`src/rtl/cmdseq_pkg.sv`:
```
package cmdseq_pkg;

   typedef enum logic [2:0] {
      S_IDLE,
      S_FETCH,
      S_XSTART,
      S_XWAIT,
      S_EWAIT,
      S_DONE,
      S_HALT
   } seq_state_t;

   typedef enum logic [1:0] {
      OP_NONE    = 2'd0,
      OP_TOMEM   = 2'd1,
      OP_FROMMEM = 2'd2,
      OP_BAD     = 2'd3
   } op_t;

   // bit positions inside the 16-bit command half-word
   localparam int CB_CHAIN   = 2;
   localparam int CB_IRQ     = 3;
   localparam int CB_DEC     = 6;
   localparam int CB_WEND    = 7;
   localparam int CB_NPIO_LO = 12;

   typedef struct packed {
      op_t        op;
      logic       chain;
      logic       irq;
      logic       dec;
      logic       wend;
      logic [3:0] npio;
   } cmd_t;

endpackage

```
`src/rtl/cmdseq_decode.sv`:
```
module cmdseq_decode
   import cmdseq_pkg::*;
#(
   parameter int MAX_LEN = 16'hFF00
) (
   input  logic [15:0] cmd_word,
   input  logic [15:0] len,
   output cmd_t        cmd,
   output logic        bad
);
   always_comb begin
      cmd.op    = op_t'(cmd_word[1:0]);
      cmd.chain = cmd_word[CB_CHAIN];
      cmd.irq   = cmd_word[CB_IRQ];
      cmd.dec   = cmd_word[CB_DEC];
      cmd.wend  = cmd_word[CB_WEND];
      cmd.npio  = cmd_word[CB_NPIO_LO +: 4];
      bad = (cmd.op == OP_BAD) ||
            ((cmd.op != OP_NONE) && (32'(len) > 32'(MAX_LEN)));
   end
endmodule

```
`src/rtl/cmdseq_sema.sv`:
```
module cmdseq_sema #(
   parameter int W   = 8,
   parameter bit SAT = 1'b1
) (
   input  logic         clk,
   input  logic         rst_n,
   input  logic         clr,
   input  logic         add_en,
   input  logic [W-1:0] add_val,
   input  logic         dec_en,
   output logic [W-1:0] level
);
   logic [W:0]   wide, after;
   logic         take;
   logic [W-1:0] nxt;

   always_comb begin
      wide  = {1'b0, level} + (add_en ? {1'b0, add_val} : '0);
      take  = dec_en && (wide != '0);
      after = wide - (W+1)'(take);
   end

   generate
      if (SAT) begin : g_sat
         assign nxt = after[W] ? '1 : after[W-1:0];
      end else begin : g_wrap
         assign nxt = after[W-1:0];
      end
   endgenerate

   always_ff @(posedge clk or negedge rst_n) begin
      if (!rst_n)   level <= '0;
      else if (clr) level <= '0;
      else          level <= nxt;
   end

   // one decrement lowers the count by exactly one
   a_r7_dec_by_one: assert property (@(posedge clk) disable iff (!rst_n)
      (dec_en && !add_en && !clr && level != '0) |=> (level == $past(level) - 1'b1));

   // a clear empties the counter
   a_r12_clr_empty: assert property (@(posedge clk) disable iff (!rst_n)
      clr |=> (level == '0));
endmodule

```
`src/rtl/cmd_chain_seq.sv`:
```
module cmd_chain_seq
   import cmdseq_pkg::*;
#(
   parameter int AW       = 32,
   parameter int SEMW     = 8,
   parameter int MAX_LEN  = 16'hFF00,
   parameter bit SEMA_SAT = 1'b1
) (
   input  logic            clk,
   input  logic            rst_n,
   input  logic            chan_reset,
   input  logic            freeze,
   input  logic            start_addr_we,
   input  logic [AW-1:0]   start_addr,
   input  logic            sema_we,
   input  logic [SEMW-1:0] sema_val,
   output logic [SEMW-1:0] sema_level,
   output logic            mem_req,
   output logic [AW-1:0]   mem_addr,
   input  logic            mem_ack,
   input  logic [31:0]     mem_rdata,
   output logic            pio_we,
   output logic [3:0]      pio_idx,
   output logic [31:0]     pio_data,
   output logic            xfer_start,
   output logic [1:0]      xfer_op,
   output logic [AW-1:0]   xfer_addr,
   output logic [15:0]     xfer_len,
   input  logic            xfer_done,
   input  logic            xfer_err,
   input  logic            periph_end,
   output logic            irq_pulse,
   output logic            err_pulse,
   output logic            busy,
   output logic            halted
);
   localparam int IDXW  = 5;   // word index 0 .. 2+15
   localparam int FIXED = 3;   // words before inline register words

   generate
      if (AW < 8 || AW > 32) begin : g_bad_aw
         $error("AW must be within 8..32");
      end
      if (SEMW < 1) begin : g_bad_semw
         $error("SEMW must be at least 1");
      end
      if (MAX_LEN < 1 || MAX_LEN > 65535) begin : g_bad_len
         $error("MAX_LEN must fit the 16-bit byte count");
      end
   endgenerate

   seq_state_t      state;
   logic [AW-1:0]   cur_addr, next_ptr, buf_r;
   logic [IDXW-1:0] word_idx, pio_off;
   logic [15:0]     cmd_raw, len_r;
   logic            req_r, armed;
   logic            pio_we_r, irq_r, err_r;
   logic [3:0]      pio_idx_r;
   logic [31:0]     pio_data_r;
   cmd_t            cmd;
   logic            cmd_bad, last_word, dec_en, run_ok;

   cmdseq_decode #(.MAX_LEN(MAX_LEN)) u_dec (
      .cmd_word(cmd_raw), .len(len_r), .cmd(cmd), .bad(cmd_bad)
   );

   cmdseq_sema #(.W(SEMW), .SAT(SEMA_SAT)) u_sema (
      .clk(clk), .rst_n(rst_n), .clr(chan_reset),
      .add_en(sema_we && !chan_reset), .add_val(sema_val),
      .dec_en(dec_en), .level(sema_level)
   );

   always_comb begin
      pio_off   = word_idx - IDXW'(FIXED);
      last_word = (word_idx == (IDXW'(cmd.npio) + IDXW'(FIXED - 1)));
      dec_en    = (state == S_DONE) && cmd.dec && !chan_reset;
      run_ok    = armed && (sema_level != '0) && !freeze;
   end

   always_ff @(posedge clk or negedge rst_n) begin
      if (!rst_n) begin
         state      <= S_IDLE;
         cur_addr   <= '0;
         next_ptr   <= '0;
         buf_r      <= '0;
         word_idx   <= '0;
         cmd_raw    <= '0;
         len_r      <= '0;
         req_r      <= 1'b0;
         armed      <= 1'b0;
         pio_we_r   <= 1'b0;
         pio_idx_r  <= '0;
         pio_data_r <= '0;
         irq_r      <= 1'b0;
         err_r      <= 1'b0;
      end else if (chan_reset) begin
         state    <= S_IDLE;
         req_r    <= 1'b0;
         armed    <= 1'b0;
         word_idx <= '0;
         pio_we_r <= 1'b0;
         irq_r    <= 1'b0;
         err_r    <= 1'b0;
      end else begin
         pio_we_r <= 1'b0;
         irq_r    <= 1'b0;
         err_r    <= 1'b0;
         case (state)
            S_IDLE: begin
               word_idx <= '0;
               if (start_addr_we) cur_addr <= start_addr;
               if (run_ok) state <= S_FETCH;
            end
            S_FETCH: begin
               if (!req_r) begin
                  if (!freeze) req_r <= 1'b1;
               end else if (mem_ack) begin
                  req_r <= 1'b0;
                  case (word_idx)
                     IDXW'(0): next_ptr <= mem_rdata[AW-1:0];
                     IDXW'(1): {len_r, cmd_raw} <= mem_rdata;
                     IDXW'(2): buf_r <= mem_rdata[AW-1:0];
                     default: begin
                        pio_we_r   <= 1'b1;
                        pio_idx_r  <= pio_off[3:0];
                        pio_data_r <= mem_rdata;
                     end
                  endcase
                  if (last_word) begin
                     if (cmd_bad) begin
                        err_r <= 1'b1;
                        state <= S_HALT;
                     end else if (cmd.op != OP_NONE) begin
                        state <= S_XSTART;
                     end else begin
                        state <= cmd.wend ? S_EWAIT : S_DONE;
                     end
                  end else begin
                     word_idx <= word_idx + 1'b1;
                  end
               end
            end
            S_XSTART: if (!freeze) state <= S_XWAIT;
            S_XWAIT: begin
               if (xfer_done) begin
                  if (xfer_err) begin
                     err_r <= 1'b1;
                     state <= S_HALT;
                  end else begin
                     state <= cmd.wend ? S_EWAIT : S_DONE;
                  end
               end
            end
            S_EWAIT: if (periph_end) state <= S_DONE;
            S_DONE: begin
               irq_r <= cmd.irq;
               if (cmd.chain) cur_addr <= next_ptr;
               else           armed    <= 1'b0;
               state <= S_IDLE;
            end
            S_HALT: state <= S_HALT;
            default: state <= S_IDLE;
         endcase
         if (sema_we) armed <= 1'b1;
      end
   end

   assign mem_req    = req_r;
   assign mem_addr   = cur_addr + (AW'(word_idx) << 2);
   assign pio_we     = pio_we_r;
   assign pio_idx    = pio_idx_r;
   assign pio_data   = pio_data_r;
   assign xfer_start = (state == S_XSTART) && !freeze;
   assign xfer_op    = cmd_raw[1:0];
   assign xfer_addr  = buf_r;
   assign xfer_len   = len_r;
   assign irq_pulse  = irq_r;
   assign err_pulse  = err_r;
   assign halted     = (state == S_HALT);
   assign busy       = ((state != S_IDLE) && (state != S_HALT)) ||
                       ((state == S_IDLE) && armed && (sema_level != '0));

   // a frozen channel raises no new memory request
   a_r10_freeze_no_req: assert property (@(posedge clk) disable iff (!rst_n)
      (freeze && !mem_req) |=> !mem_req);

   // a halted channel stays halted until reset and issues nothing
   a_r11_halt_holds: assert property (@(posedge clk) disable iff (!rst_n)
      (halted && !chan_reset) |=> halted);
   a_r11_halt_quiet: assert property (@(posedge clk) disable iff (!rst_n)
      halted |-> (!mem_req && !xfer_start && !irq_pulse));

   // completion pulse is a single cycle
   a_r8_irq_single: assert property (@(posedge clk) disable iff (!rst_n)
      irq_pulse |=> !irq_pulse);

   // inline register index below decoded word count
   a_r4_pio_idx_range: assert property (@(posedge clk) disable iff (!rst_n)
      pio_we |-> (pio_idx < cmd.npio));

   // data phase never overlaps a read and respects the byte limit
   a_r5_start_no_fetch: assert property (@(posedge clk) disable iff (!rst_n)
      xfer_start |-> !mem_req);
   a_r3_len_limit: assert property (@(posedge clk) disable iff (!rst_n)
      xfer_start |-> (32'(xfer_len) <= 32'(MAX_LEN)));

   // while holding for the end signal no completion is given
   a_r9_hold_no_irq: assert property (@(posedge clk) disable iff (!rst_n)
      (state == S_EWAIT && !periph_end) |=> !irq_pulse);

   // abort leaves the channel idle
   a_r12_abort_idle: assert property (@(posedge clk) disable iff (!rst_n)
      chan_reset |=> (!busy && !halted && !mem_req));
endmodule

```
`config.mk`:
```
export PLATFORM = sky130hd
export DESIGN_NAME = cmd_chain_seq
export DESIGN_NICKNAME = d
export VERILOG_FILES = /design/src/rtl/cmdseq_pkg.sv /design/src/rtl/cmdseq_decode.sv /design/src/rtl/cmdseq_sema.sv /design/src/rtl/cmd_chain_seq.sv
export SDC_FILE = /design/constraint.sdc
export NUM_CORES = 1
export LEC_CHECK = 0
export ABC_AREA = 1
export BUFFER_PORTS_ARGS = -buffer_cell sky130_fd_sc_hd__buf_2
export CAP_MARGIN = 25
export CORE_ASPECT_RATIO = 1.2
export CORE_MARGIN = 4
export CORE_UTILIZATION = 30
export DETAILED_ROUTE_END_ITERATION = 6
export GPL_ROUTABILITY_DRIVEN = 0
export GPL_TIMING_DRIVEN = 1
export HOLD_SLACK_MARGIN = 0.03
export MAX_ROUTING_LAYER = met4
export SLEW_MARGIN = 20
export SYNTH_ARGS = -nofsm -noshare
export SYNTH_HDL_FRONTEND = slang
export SYNTH_SLANG_ARGS = --single-unit
```
`constraint.sdc`:
```
create_clock -name clk -period 8.73 [get_ports clk]
set_input_delay 1.3095 -clock clk [delete_from_list [all_inputs] [get_ports clk]]
set_output_delay 1.3095 -clock clk [all_outputs]
set_load 0.005 [all_outputs]
```
Yosys cells after proc, flatten, opt, wreduce, memory -nomap -nowiden:

Cells that the tools add are included.

* register bits: 185
* bits of input ports: 82
* output and inout bits: 133
* word-level logic and storage cells: 128

* add/subtract/negate cells: 6
* order comparisons: 1
* equality and inequality tests: 22
* muxes and demuxes: 48
* bitwise operators: 2
* reductions and logical operators: 34

Operator list (number)
* $mux 32: 2
* $pmux 32 s2: 1
* $add 32x7->32: 1
* $mux 3: 10
* $ne 3x3->1 const B: 10
* $mux 1: 24
* $mux 8: 3
* $mux 5: 4
* $reduce_and 5->1: 4
* $pmux 3 s6: 1
* $gt 16x16->1 const B: 1
* $logic_and 1x1->1: 11
* $pmux 5 s2: 1
* $add 8x9->9: 1
* $eq 3x3->1 const B: 3
* $reduce_bool 3->1: 3
* $reduce_bool 9->1: 1
* $sub 9x1->9: 1
* $reduce_and 4->1: 2
* $reduce_bool 8->1: 1
* $reduce_and 7->1: 1
* $eq 3x2->1 const B: 2
* $reduce_bool 2->1: 3
* $add 4x2->5 const B: 1
* other kinds (17): 21

Depth between registers and ports, before layout:

* depth in word-level cells: 9
* mapped depth: 30
* mapped depth without buffers: 28

By module:

Synthesis repeated with hierarchy kept, for this count alone.

* cells, all modules: 1166
* area, all modules: 9470.3 um2

Modules (own cells, without submodules)
* cmd_chain_seq: times used 1, cells an instance 969, area each 8177.8 um2, sequential area each 4429.2 um2
* cmdseq_sema: times used 1, cells an instance 172, area each 1147.4 um2, sequential area each 200.2 um2
* cmdseq_decode: times used 1, cells an instance 25, area each 145.1 um2, sequential area each 0.0 um2

Worst setup path after synthesis:

OpenSTA, ideal clock, no wires.

* path kind: input port to flip-flop
* start point: in chan_reset
* end point: reg u_sema.level[7]
* library setup time: 0.123 ns
* data arrival time: 4.602 ns
* required time: 8.607 ns
* slack: 4.005 ns
* cell stages on the path: 28
* path buffers: 2
* path through: buf_2 > inv_1 > clkbuf_1 > nand2_1 > nor2_1 > ha_1 > inv_1 > fa_1 > inv_1 > nand2_1 > nand2_1 > nand3_1 > nand3_1 > nand2_1 > nor2_1 > nand4_1 > o21ai_0 > inv_1 > ha_1 > ha_1 > inv_1 > a21oi_1 > nand3_1 > nor2_1 > nand3_1 > nand2_1 > nor2_1 > nor2_1

* cells in the longest elaborated chain, start to end: 9
* elaborated cells between the ends (all ways): 10
* those cells by class: add/sub (2); mux (3); reduce/logical (5)

Ends and longest elaborated chain
* start, declared: line cmd_chain_seq.sv:11 `input logic chan_reset,`
* $logic_not 1->1: line cmd_chain_seq.sv:69, cmd_chain_seq.sv:76
* $logic_and 1x1->1: line cmd_chain_seq.sv:69 `.add_en(sema_we && !chan_reset), .add_val(sema_val),`
* $mux 8: line cmdseq_sema.sv:18 `wide = {1'b0, level} + (add_en ? {1'b0, add_val} : '0);`
* $add 8x9->9: line cmdseq_sema.sv:18
* $reduce_bool 9->1: line cmdseq_sema.sv:19 `take = dec_en && (wide != '0);`
* $logic_and 1x1->1: line cmdseq_sema.sv:19
* $sub 9x1->9: line cmdseq_sema.sv:20 `after = wide - (W+1)'(take);`
* $mux 8: line cmdseq_sema.sv:25 `assign nxt = after[W] ? '1 : after[W-1:0];`
* $mux 8 *: line cmdseq_sema.sv:33 `else if (clr) level <= '0;`
* end signal, assigned: line cmdseq_sema.sv:34 `else level <= nxt;`
* end, declared: line cmdseq_sema.sv:11 `output logic [W-1:0] level`

Mark *: on every way between the ends. The rest lies on a longest branch, timed or not.
A chain may end at the register's enable or synchronous reset.

Worst setup path after layout:

* start point: in chan_reset
* end point: reg u_sema.level[0]

Same word-level chain as after synthesis.

==> impl_metrics.tcl <==
set metrics [dict create \
    placedCellCount 1646 \
    final_area_um2 10800 \
    place_worst_setup_slack_ps 3290 \
    synth_most_common_cell "nand2_1" \
    ys_types 30 \
    grt-ovfl-total 0 \
    yosys-top-cells-area "dfrtp_1 51%, nand2_1 13%, o21ai_0 7.1%" \
    topRoutingLayerUsed "met4" \
    cp.arrival_ps 5320 \
    tns_ps 0 \
    ctsResizeCount 0 \
    drt-initial-drc-count 386 \
    worstSetupPathType "in2reg" \
    num_vias 7739 \
    p_total_mw 2.72 \
    vias_per_cell 4.61 \
    min_period_ps 5000 \
    synth_top_area_frac 0.509 \
    hold_path.class "reg2reg" \
    postCtsSetupRepairBufs 0 \
    met3_length_um 1320 \
    fin_crit_sh 0.573 \
    ios 215 \
    routed_wirelength_um 25500 \
    final_hold_viol_count 0 \
    fin_nets 1386 \
    cp-start-kind "input port" \
    synth_top_area_cell "dfrtp_1" \
    cp_max_fo 21 \
    finalClockSkew_ps 11.4 \
    drc 0 \
    cts_max_level 4 \
    drive_above_1_share 0.208 \
    worst_pin_slew_ps 741 \
    dieArea_um2 32100 \
    rr_worst_depth 23 \
    ctsHoldBuffers 0 \
    dr_wl_met2_um 11600 \
    cts_sinks 179 \
    hp-start "pio_idx[2]" \
    cts_tree "done" \
    dpl-instance-area_um2 10200 \
    antenna_cells 0 \
    numCtsBuffers 17 \
    hold_path_end "pio_idx[2]" \
    avgSynthCellArea_um2 8.10 \
    hold_ws_ps 467 \
    route.antenna.remaining_nets 0 \
    stdcell_count 1680 \
    peakVddDrop_uv 136 \
    clk_pin_slew_ps 70 \
    coreArea_um2 28800 \
    wire_per_inst_um 15.2 \
    first_pass_iters 5 \
    cp_data_required_time_ps 9050 \
    die_w_um 164 \
    reg2reg_slack_ps 5430 \
    grt_max_degree 123 \
    r2r_start "u_sema.level[0]" \
    place_hpwl_um 19400 \
    postLayoutSetupSlackWorst_ps 3730 \
    rsz0062_at_grt "no" \
    synth_warnings 0 \
    synthArstFlopShare 1.00 \
    ys_ff_latch 179 \
    leakage_nw 5.71 \
    cap_violations 0 \
    grt_pass1_vias 7535 \
    gr-usage-all-layers 0.164 \
    setup_viol_count_final 0 \
    synth_edf_count 0 \
    cts_buffer_depth 2 \
    synth_nets 1190 \
    yosys_most_used_dff "dfrtp_1" \
    powerDensity_nw_per_um2 251 \
    start_util 0.305 \
    die_h_um 196 \
    max_slew_margin 0.506 \
    synthCells 1086 \
    drt-met1-wl_um 11800 \
    end_kind "flop" \
    areaGrowthSynthToFinish_pct 23.3 \
    cts_root_buf "clkbuf_16" \
    grt_pass1_wl_um 40200 \
    finalMaxSlewViolations 0 \
    status "finished clean" \
    r2r_end "u_sema.level[0]" \
    final_util 0.376 \
    max_freq_mhz 200 \
    hold_depth 2 \
    clk-insertion-delay-late_ps 440 \
    port_buffers 214 \
    fp-row-count 68 \
    ys_seq_area_frac 0.509 \
    syn_area_um2 8800 \
    antenna_found_initial 0 \
    synthTopCellsByCount "300 x nand2_1, 179 x dfrtp_1, 124 x o21ai_0" \
]
## report_power, final
part           leakage, nW  switching, mW  internal, mW  total [mW]
registers             2.37          0.163          1.02        1.18
clock network        0.278          0.361         0.406       0.768
logic                 3.06          0.454         0.318       0.771
total                 5.71          0.978          1.74        2.72
## flip-flops by register name, indices dropped and copies added (netlist names)
name          flops
state             3
pio_data         32
xfer_addr        32
err_pulse         1
pio_we            1
mem_req           1
u_sema.level      8
xfer_len         16
irq_pulse         1
next_ptr         32
word_idx          5
cmd_raw          10
armed             1
pio_idx           4
cur_addr         32
## logic make-up after synthesis
family | synth area share
buf+inv | 0.0740
fa+ha+maj | 0.0330
compound gates | 0.118
simple gates | 0.229
flops | 0.509
xor+xnor | 0.0368
## how the worst max path moves through the flow
stage                       to        from  slack [ps]  depth (start not counted)
2_1_floorplan  u_sema.level[7]  chan_reset        4000                         28
3_5_place_dp   u_sema.level[1]  chan_reset        3290                         27
5_1_grt        u_sema.level[5]  chan_reset        3170                         27
3_3_place_gp   u_sema.level[5]  chan_reset        3420                         27
4_1_cts        u_sema.level[1]  chan_reset        3750                         27
6_report       u_sema.level[0]  chan_reset        3730                         27
## layout make-up
type / instances / area (um2)
Sequential cell: 179 / 4480
Clock buffer: 17 / 425
Multi-Input combinational cell: 740 / 3670
Tap cell: 385 / 482
Fill cell: 3054 / 18000
Inverter: 122 / 458
Clock inverter: 15 / 166
Timing Repair Buffer: 222 / 1170
## worst max-delay path: stages
cell and delay (ps):
buf_2 180, inv_1 460, nand2_1 350, nor2_1 180, ha_1 200, inv_1 60
fa_1 370, inv_1 90, nand2_1 80, nand2_1 90, nand3_1 110, nand3_1 90
nand2_1 60, nor2_1 170, nand4_1 100, o21ai_0 170, inv_1 60, ha_1 190
ha_1 180, inv_1 80, a21oi_1 60, nand3_1 120, nor2_1 80, nand3_1 220
nand3_1 110, nand2_1 80, inv_1 50
## layout by cell type (no fill, tap or decap), types with 20 or more instances in the layout
cell	instances
buf_2	213
ha_1	20
nand3_1	45
dfrtp_1	179
nand2_1	300
o21ai_1	21
a31oi_1	34
inv_1	116
nor2_1	95
o21ai_0	124
xor2_1	24
## per-layer routing
| layer | GRT usage | up-vias |
|---|---|---|
| li1 | - | 3898 |
| met3 | 0.0359 | 41 |
| met5 | - | - |
| met2 | 0.245 | 192 |
| met1 | 0.218 | 3608 |
| met4 | 0.0615 | 0 |
Power figures use the tool's default switching activity.
